$ cat src/rtl/cwa_pkg.sv
package cwa_pkg;
   localparam int unsigned CODE_W   = 10;
   localparam int unsigned NUM_PAT  = 2;
   // output bit 0 holds the first received bit
   localparam logic [CODE_W-1:0] K285_RDN = 10'h17C;
   localparam logic [CODE_W-1:0] K285_RDP = 10'h283;
   localparam logic [CODE_W-1:0] COMMA_SET [NUM_PAT] = '{K285_RDN, K285_RDP};
endpackage

$ cat src/rtl/cwa_shifter.sv
module cwa_shifter #(
   parameter int unsigned W = 10
) (
   input  logic         clk,
   input  logic         rst,
   input  logic         bit_en,
   input  logic         bit_in,
   output logic [W-1:0] win_next,
   output logic         win_full
);
   localparam int unsigned FILL_W = $clog2(W + 1);
   localparam logic [FILL_W-1:0] FILL_MAX = FILL_W'(W);

   logic [W-1:0]      win_q;
   logic [FILL_W-1:0] fill_q;

   assign win_next = {bit_in, win_q[W-1:1]};
   assign win_full = (fill_q >= FILL_W'(W - 1));

   always_ff @(posedge clk) begin
      if (rst) begin
         win_q  <= '0;
         fill_q <= '0;
      end else if (bit_en) begin
         win_q <= win_next;
         if (fill_q != FILL_MAX)
            fill_q <= fill_q + 1'b1;
      end
   end
endmodule

$ cat src/rtl/cwa_comma_match.sv
module cwa_comma_match #(
   parameter int unsigned W = 10
) (
   input  logic [W-1:0] win,
   input  logic         win_full,
   output logic         hit
);
   logic [cwa_pkg::NUM_PAT-1:0] pat_eq;

   for (genvar p = 0; p < int'(cwa_pkg::NUM_PAT); p++) begin : g_pat
      assign pat_eq[p] = (win == cwa_pkg::COMMA_SET[p]);
   end

   assign hit = win_full && (|pat_eq);
endmodule

$ cat src/rtl/cwa_word_timer.sv
module cwa_word_timer #(
   parameter int unsigned W = 10
) (
   input  logic clk,
   input  logic rst,
   input  logic bit_en,
   input  logic comma_hit,
   output logic word_stb
);
   localparam int unsigned PH_W = $clog2(W);
   localparam logic [PH_W-1:0] PH_LAST = PH_W'(W - 1);

   logic [PH_W-1:0] ph_q;

   // an aligned comma coincides with PH_LAST, so the phase is unchanged
   assign word_stb = bit_en && ((ph_q == PH_LAST) || comma_hit);

   always_ff @(posedge clk) begin
      if (rst)
         ph_q <= '0;
      else if (word_stb)
         ph_q <= '0;
      else if (bit_en)
         ph_q <= ph_q + 1'b1;
   end
endmodule

$ cat src/rtl/cwa_rclk_gen.sv
module cwa_rclk_gen (
   input  logic clk,
   input  logic rst,
   input  logic word_stb,
   input  logic full_mode,
   output logic en_a,
   output logic en_b
);
   logic turn_b_q;

   always_ff @(posedge clk) begin
      if (rst) begin
         turn_b_q <= 1'b0;
         en_a     <= 1'b0;
         en_b     <= 1'b0;
      end else begin
         en_a <= 1'b0;
         en_b <= 1'b0;
         if (word_stb) begin
            if (full_mode || !turn_b_q)
               en_a <= 1'b1;
            else
               en_b <= 1'b1;
            turn_b_q <= ~turn_b_q;
         end
      end
   end
endmodule

$ cat src/rtl/cwa_aligner.sv
module cwa_aligner #(
   parameter int unsigned WORD_W = 10
) (
   input  logic              clk,
   input  logic              rst,
   input  logic              bit_en,
   input  logic              bit_in,
   input  logic              full_mode,
   output logic [WORD_W-1:0] word_out,
   output logic              comma_det,
   output logic              rclk_a_en,
   output logic              rclk_b_en
);
   if (WORD_W != cwa_pkg::CODE_W) begin : g_bad_width
      $error("cwa_aligner: WORD_W must equal the 8b/10b code width");
   end

   logic [WORD_W-1:0] win_next;
   logic              win_full;
   logic              comma_hit;
   logic              word_stb;

   cwa_shifter #(.W(WORD_W)) u_shift (
      .clk      (clk),
      .rst      (rst),
      .bit_en   (bit_en),
      .bit_in   (bit_in),
      .win_next (win_next),
      .win_full (win_full)
   );

   cwa_comma_match #(.W(WORD_W)) u_match (
      .win      (win_next),
      .win_full (win_full),
      .hit      (comma_hit)
   );

   cwa_word_timer #(.W(WORD_W)) u_timer (
      .clk       (clk),
      .rst       (rst),
      .bit_en    (bit_en),
      .comma_hit (comma_hit),
      .word_stb  (word_stb)
   );

   cwa_rclk_gen u_rclk (
      .clk       (clk),
      .rst       (rst),
      .word_stb  (word_stb),
      .full_mode (full_mode),
      .en_a      (rclk_a_en),
      .en_b      (rclk_b_en)
   );

   always_ff @(posedge clk) begin
      if (rst) begin
         word_out  <= '0;
         comma_det <= 1'b0;
      end else if (word_stb) begin
         word_out  <= win_next;
         comma_det <= comma_hit;
      end
   end
endmodule

$ cat config.mk
export PLATFORM = sky130hd
export DESIGN_NAME = cwa_aligner
export DESIGN_NICKNAME = d
export VERILOG_FILES = /design/src/rtl/cwa_pkg.sv /design/src/rtl/cwa_shifter.sv /design/src/rtl/cwa_comma_match.sv /design/src/rtl/cwa_word_timer.sv /design/src/rtl/cwa_rclk_gen.sv /design/src/rtl/cwa_aligner.sv
export SDC_FILE = /design/constraint.sdc
export NUM_CORES = 1
export LEC_CHECK = 0
export BUFFER_PORTS_ARGS = -buffer_cell sky130_fd_sc_hd__buf_4
export CAP_MARGIN = 20
export CELL_PAD_IN_SITES_DETAIL_PLACEMENT = 1
export CELL_PAD_IN_SITES_GLOBAL_PLACEMENT = 2
export CORE_AREA = 2 2 67 69
export DETAILED_ROUTE_END_ITERATION = 8
export DIE_AREA = 0 0 69 71
export GPL_TIMING_DRIVEN = 0
export PLACE_DENSITY = 0.83
export SYNTH_ARGS = -nofsm -noshare
export SYNTH_HDL_FRONTEND = slang
export SYNTH_SLANG_ARGS = --single-unit
$ cat constraint.sdc
create_clock -name clk -period 2.2 [get_ports clk]
set_clock_uncertainty 0.15 [all_clocks]
set_input_delay 0.44 -clock clk [delete_from_list [all_inputs] [get_ports clk]]
set_output_delay 0.44 -clock clk [all_outputs]
set_load 0.005 [all_outputs]
== Yosys cells after proc, flatten, opt, wreduce, memory -nomap -nowiden ==
Index checks and enable logic that the tools add are counted.
Widths: inputs -> output; s select.
Storage, ports and cells
  register bits after elaboration: 32
  latch bits: 0
  memory bits (writable): 0
  memory bits (read-only): 0
  bits of input ports: 5
  memories kept: 0
Operators by class
  add/subtract/negate cells: 2
  multiply operators: 0
  div/mod/pow operators: 0
  $lt $le $gt $ge: 1
  equal/unequal tests: 4
  shifts and indexed selects: 0
  mux-type cells: 2
  bitwise logic cells: 2
  reductions and logical operators: 9
Operators by type and width (number)
  $eq 10x10->1 const B: 1
  $eq 10x9->1 const B: 1
  $add 4x1->4 const B: 2
  $reduce_or 2->1: 3
  $eq 4x4->1 const B: 1
  $ge 4x4->1 const B: 1
  $ne 4x4->1 const B: 1
  $logic_and 1x1->1: 2
  $logic_or 1x1->1: 2
  $mux 1: 2
  $not 1->1: 2
  $reduce_and 2->1: 1
  $logic_not 1->1: 1

== Depth between registers and ports, before layout ==
  word-level depth: 7
  gate-level depth with buffers: 7

== Modules after synthesis ==
A second synthesis with hierarchy kept.
Second synthesis, totals
  cell total of the unflattened synthesis: 133
  area total of the unflattened synthesis: 1382.6 um^2
By module, submodules not included
  cwa_shifter: instances 1, cells each 58, area an instance 595.6 um^2, sequential area each 260.2 um^2
  cwa_aligner: instances 1, cells each 35, area an instance 386.6 um^2, sequential area each 220.2 um^2
  cwa_word_timer: instances 1, cells each 24, area an instance 231.5 um^2, sequential area each 80.1 um^2
  cwa_rclk_gen: instances 1, cells each 8, area an instance 101.3 um^2, sequential area each 60.1 um^2
  cwa_comma_match: instances 1, cells each 8, area an instance 67.6 um^2, sequential area each 0.0 um^2

== Worst setup path after synthesis ==
No wires, ideal clock.
  kind: register to register
  from: reg u_shift.fill_q[1]
  to: reg u_rclk.turn_b_q
  arrival time: 1.558 ns
  setup slack: 0.371 ns
  stages on the path, launching flop included: 7
  buffers on the path: 0
  path through: dfxtp_1 inv_1 ha_1 nand2b_1 o221a_2 o21ai_4 mux2_4
Between the ends
  word-level cells in the longest chain between the ends: 4
Ends and longest elaborated chain
  start, declared: RTL line cwa_shifter.sv:15  | logic [FILL_W-1:0] fill_q;
  start signal, assigned: RTL line cwa_shifter.sv:27  | fill_q <= fill_q + 1'b1;
  $ge 4x4->1: RTL line cwa_shifter.sv:18  | assign win_full = (fill_q >= FILL_W'(W - 1));
  $logic_and 1x1->1: RTL line cwa_comma_match.sv:14  | assign hit = win_full && (|pat_eq);
  $logic_or 1x1->1: RTL line cwa_word_timer.sv:16  | assign word_stb = bit_en && ((ph_q == PH_LAST) || comma_hit);
  $logic_and 1x1->1: RTL line cwa_word_timer.sv:16
  end signal, assigned: RTL line cwa_rclk_gen.sv:24  | turn_b_q <= ~turn_b_q;
  end, declared: RTL line cwa_rclk_gen.sv:9  | logic turn_b_q;
Every way passes these cells.
A chain may end at the register's enable or synchronous reset.

== Worst setup path in the final report ==
  from: reg u_shift.fill_q[1]
  to: reg word_out[4]
Between the ends
  word-level cells in the longest chain between the ends: 4
Ends and longest elaborated chain
  $ge 4x4->1: RTL line cwa_shifter.sv:18
  $logic_and 1x1->1: RTL line cwa_comma_match.sv:14
  $logic_or 1x1->1: RTL line cwa_word_timer.sv:16
  $logic_and 1x1->1: RTL line cwa_word_timer.sv:16
  end signal, assigned: RTL line cwa_aligner.sv:60  | word_out <= win_next;
  end, declared: RTL line cwa_aligner.sv:9  | output logic [WORD_W-1:0] word_out,
Every way passes these cells.

==> flow_metrics.py <==
metrics = {
    "yosys": {
        "synth_area_sq_um": 1460,
        "synth_top_cell_by_area": "dfxtp_1",
        "synthAdderAreaFrac_pct": 5.13,
        "yosysWarnings": 0,
        "synth-main-ff-cell": "dfxtp_1",
        "syn_inst": 145,
        "synth_commonest_cells": "dfxtp_1 (31), mux2i_1 (20), nor2_1 (18)",
        "synth_area_per_cell_sq_um": 10.1,
        "yosys-mux-area-fraction_pct": 14.7,
        "synth_edf_count": 0,
        "synth.most_common_cell": "dfxtp_1",
        "synth-seq-cells": 31,
        "synthXorXnorAreaFrac_pct": 2.40,
        "synth_compound_area_share_pct": 5.05,
        "yosys.area.top_type_share_pct": 42.4,
        "synth_top_family_by_area": "simple AND/OR/NAND/NOR gates",
        "synth-simple-area-share_pct": 25.5,
        "synthArstFlopShare_pct": 0,
        "yosysUniqueCellTypes": 31,
        "synthTopCellsByArea": "dfxtp_1 (42%), mux2i_1 (14%), nand2b_1 (7.3%)",
        "ys_seq_area_share_pct": 42.4,
        "synthesis.nets": 156,
    },
    "clocking": {
        "clock_sinks": 31,
        "htreeDepth": 2,
        "clkLatencyLatePin_ns": 0.28,
        "post_cts_resized": 0,
        "cts_hold_buf": 0,
        "root_buffer": "clkbuf_8",
        "tritoncts": "done",
        "clockBufferDepth": 2,
        "path_clk_slew_ns": 0.06,
        "cts_setup_buffers": 0,
        "cts_buffers": 5,
    },
    "critical_path": {
        "critPathMaxFanout": 10,
        "cp.arrival_ns": 2.04,
        "crit_required_ns": 2.26,
        "endpoint_kind": "flip-flop",
        "r2r-end": "word_out[4]",
        "regToRegSetupSlack_ns": 0.22,
        "cp-start-kind": "flip-flop",
        "criticalPathCategory": "flip-flop to flip-flop",
        "reg2reg_from": "u_shift.fill_q[1]",
        "reg2reg_depth": 7,
    },
    "placed_design": {
        "dp_cells": 213,
        "io_buffers": 16,
        "pre_cts_slack_ns": 0.202,
        "gp_congestion": 0.725,
        "dpl.hpwl_um": 2250,
    },
    "route": {
        "postRouteWirelength_um": 2900,
        "ant_nets": 0,
        "wl_per_cell_um": 13.1,
        "vias_per_cell": 4.86,
        "first_iter_violations": 29,
        "drc": 0,
        "vias": 1075,
        "dr.pass1.iters": 4,
    },
    "global_route": {
        "grt_pass1_wl_um": 5170,
        "grt_overflow": 0,
        "grt_antenna_before_repair": 0,
        "grt.total_usage_pct": 13.3,
        "grt_pass1_vias": 1118,
        "grt_max_degree": 11,
    },
    "sta": {
        "drv_slew": 0,
        "post-route-min-period_ns": 1.98,
        "period_share_pct": 89.8,
        "rsz0062_at_grt": "false",
        "worst_slack_ns": 0.224,
        "max_freq_mhz": 506,
        "whs_ns": 0.262,
        "max_slew_margin_pct": 67.5,
        "setup_viol_count_final": 0,
        "finalHoldViolCount": 0,
        "tightestPinTransition_ns": 0.488,
        "finalSetupTns_ns": 0,
    },
    "final_layout": {
        "syn_to_final_growth_pct": 19.5,
        "antenna_cells": 0,
        "layout.cells.non_filler": 221,
        "utilization_pct": 41.6,
        "fin_nets": 179,
        "drive_above_1_share_pct": 19.5,
    },
    "hold_path": {
        "min_from": "full_mode",
        "whs_endpoint": "u_rclk.en_a",
        "min_path_type": "input port to flip-flop",
        "min_path_cells": 3,
    },
    "floorplan": {
        "num_rows": 24,
        "die_area_sq_um": 4900,
        "core_area_sq_um": 4200,
        "start_util_pct": 34.8,
        "die_h_um": 71,
        "io_pins": 18,
        "chipWidth_um": 69,
    },
    "power": {
        "ir_drop_mv": 0.273,
        "power_density_nw_per_um2": 652,
        "leakage_nw": 0.759,
    },
    "outcome": {
        "outcome": "complete, no violations",
    },
    "run": {
        "max-cap-violations": 0,
    },
}
[how the worst max path moves through the flow]
stage / from / to / slack, ns / depth (start not counted)
final: u_shift.fill_q[1] / word_out[4] / 0.22 / 7
after CTS: u_shift.fill_q[1] / word_out[4] / 0.19 / 7
after global routing: u_shift.fill_q[1] / word_out[4] / 0.10 / 7
after global placement: bit_in / u_rclk.turn_b_q / 0.26 / 5
after detailed placement: u_shift.fill_q[1] / word_out[4] / 0.20 / 7
after floorplan: u_shift.fill_q[1] / u_rclk.turn_b_q / 0.37 / 6
[layout by cell type (no fill, tap or decap), types with 4 or more instances in the layout]
cell and n:
clkbuf_1 5, inv_1 5, nor2_1 18, nand2_1 5
nand2b_1 17, buf_4 16, ha_1 6, or2b_1 4
mux2i_1 20, clkbuf_8 7, dfxtp_1 31
[area by class of cell]
| class | count | area, sq um |
|---|---|---|
| clock buffer | 8 | 100 |
| buffer | 7 | 51.3 |
| tap | 52 | 65.1 |
| multi-input combinational | 102 | 772 |
| timing repair buffer | 16 | 120 |
| sequential | 31 | 621 |
| inverter | 5 | 18.8 |
| fill | 489 | 2460 |
[per-stage QoR]
stage	instance area (sq um)	total power, mW
after global routing	1750	1.19
after global placement	1650	0.662
after CTS	1750	1.16
final	1750	1.14
after floorplan	1460	0.646
after detailed placement	1650	0.669
[worst max-delay path: stages (launching register included)]
cell	delay, ns
dfxtp_1	0.40
inv_1	0.09
ha_1	0.18
nand2b_1	0.16
o221a_2	0.28
o21ai_4	0.27
buf_12	0.18
mux2i_1	0.19
[cell families after synthesis]
family,count (synthesis)
flip-flops,31
XOR/XNOR,4
AND/OR/NAND/NOR,62
adder cells (fa/ha/maj),6
AO/OA/AOI/OAI,9
buffers and inverters,12
multiplexers,21
[sequential cells by signal, summed over array words and instances, names as in the netlist]
name             flops
comma_det            1
word_out            10
u_shift.win_q        9
u_timer.ph_q         4
u_rclk.en_b          1
u_rclk.turn_b_q      1
u_rclk.en_a          1
u_shift.fill_q       4
[power by group]
| part | total (mW) | internal (mW) | switching [mW] |
|---|---|---|---|
| combinational | 0.0715 | 0.0323 | 0.0392 |
| clock | 0.486 | 0.285 | 0.201 |
| sequential | 0.582 | 0.571 | 0.0115 |
| total | 1.14 | 0.888 | 0.251 |
[per-layer routing]
| layer | track usage (%) | share of wire [%] | vias up |
|---|---|---|---|
| met4 | 6.54 | 2.2 | 0 |
| met2 | 22.6 | 49 | 19 |
| met1 | 15.0 | 44 | 515 |
| li1 | - | - | 533 |
| met5 | 0 | 0 | - |
| met3 | 4.13 | 4.5 | 8 |
Power figures use the tool's default switching activity.
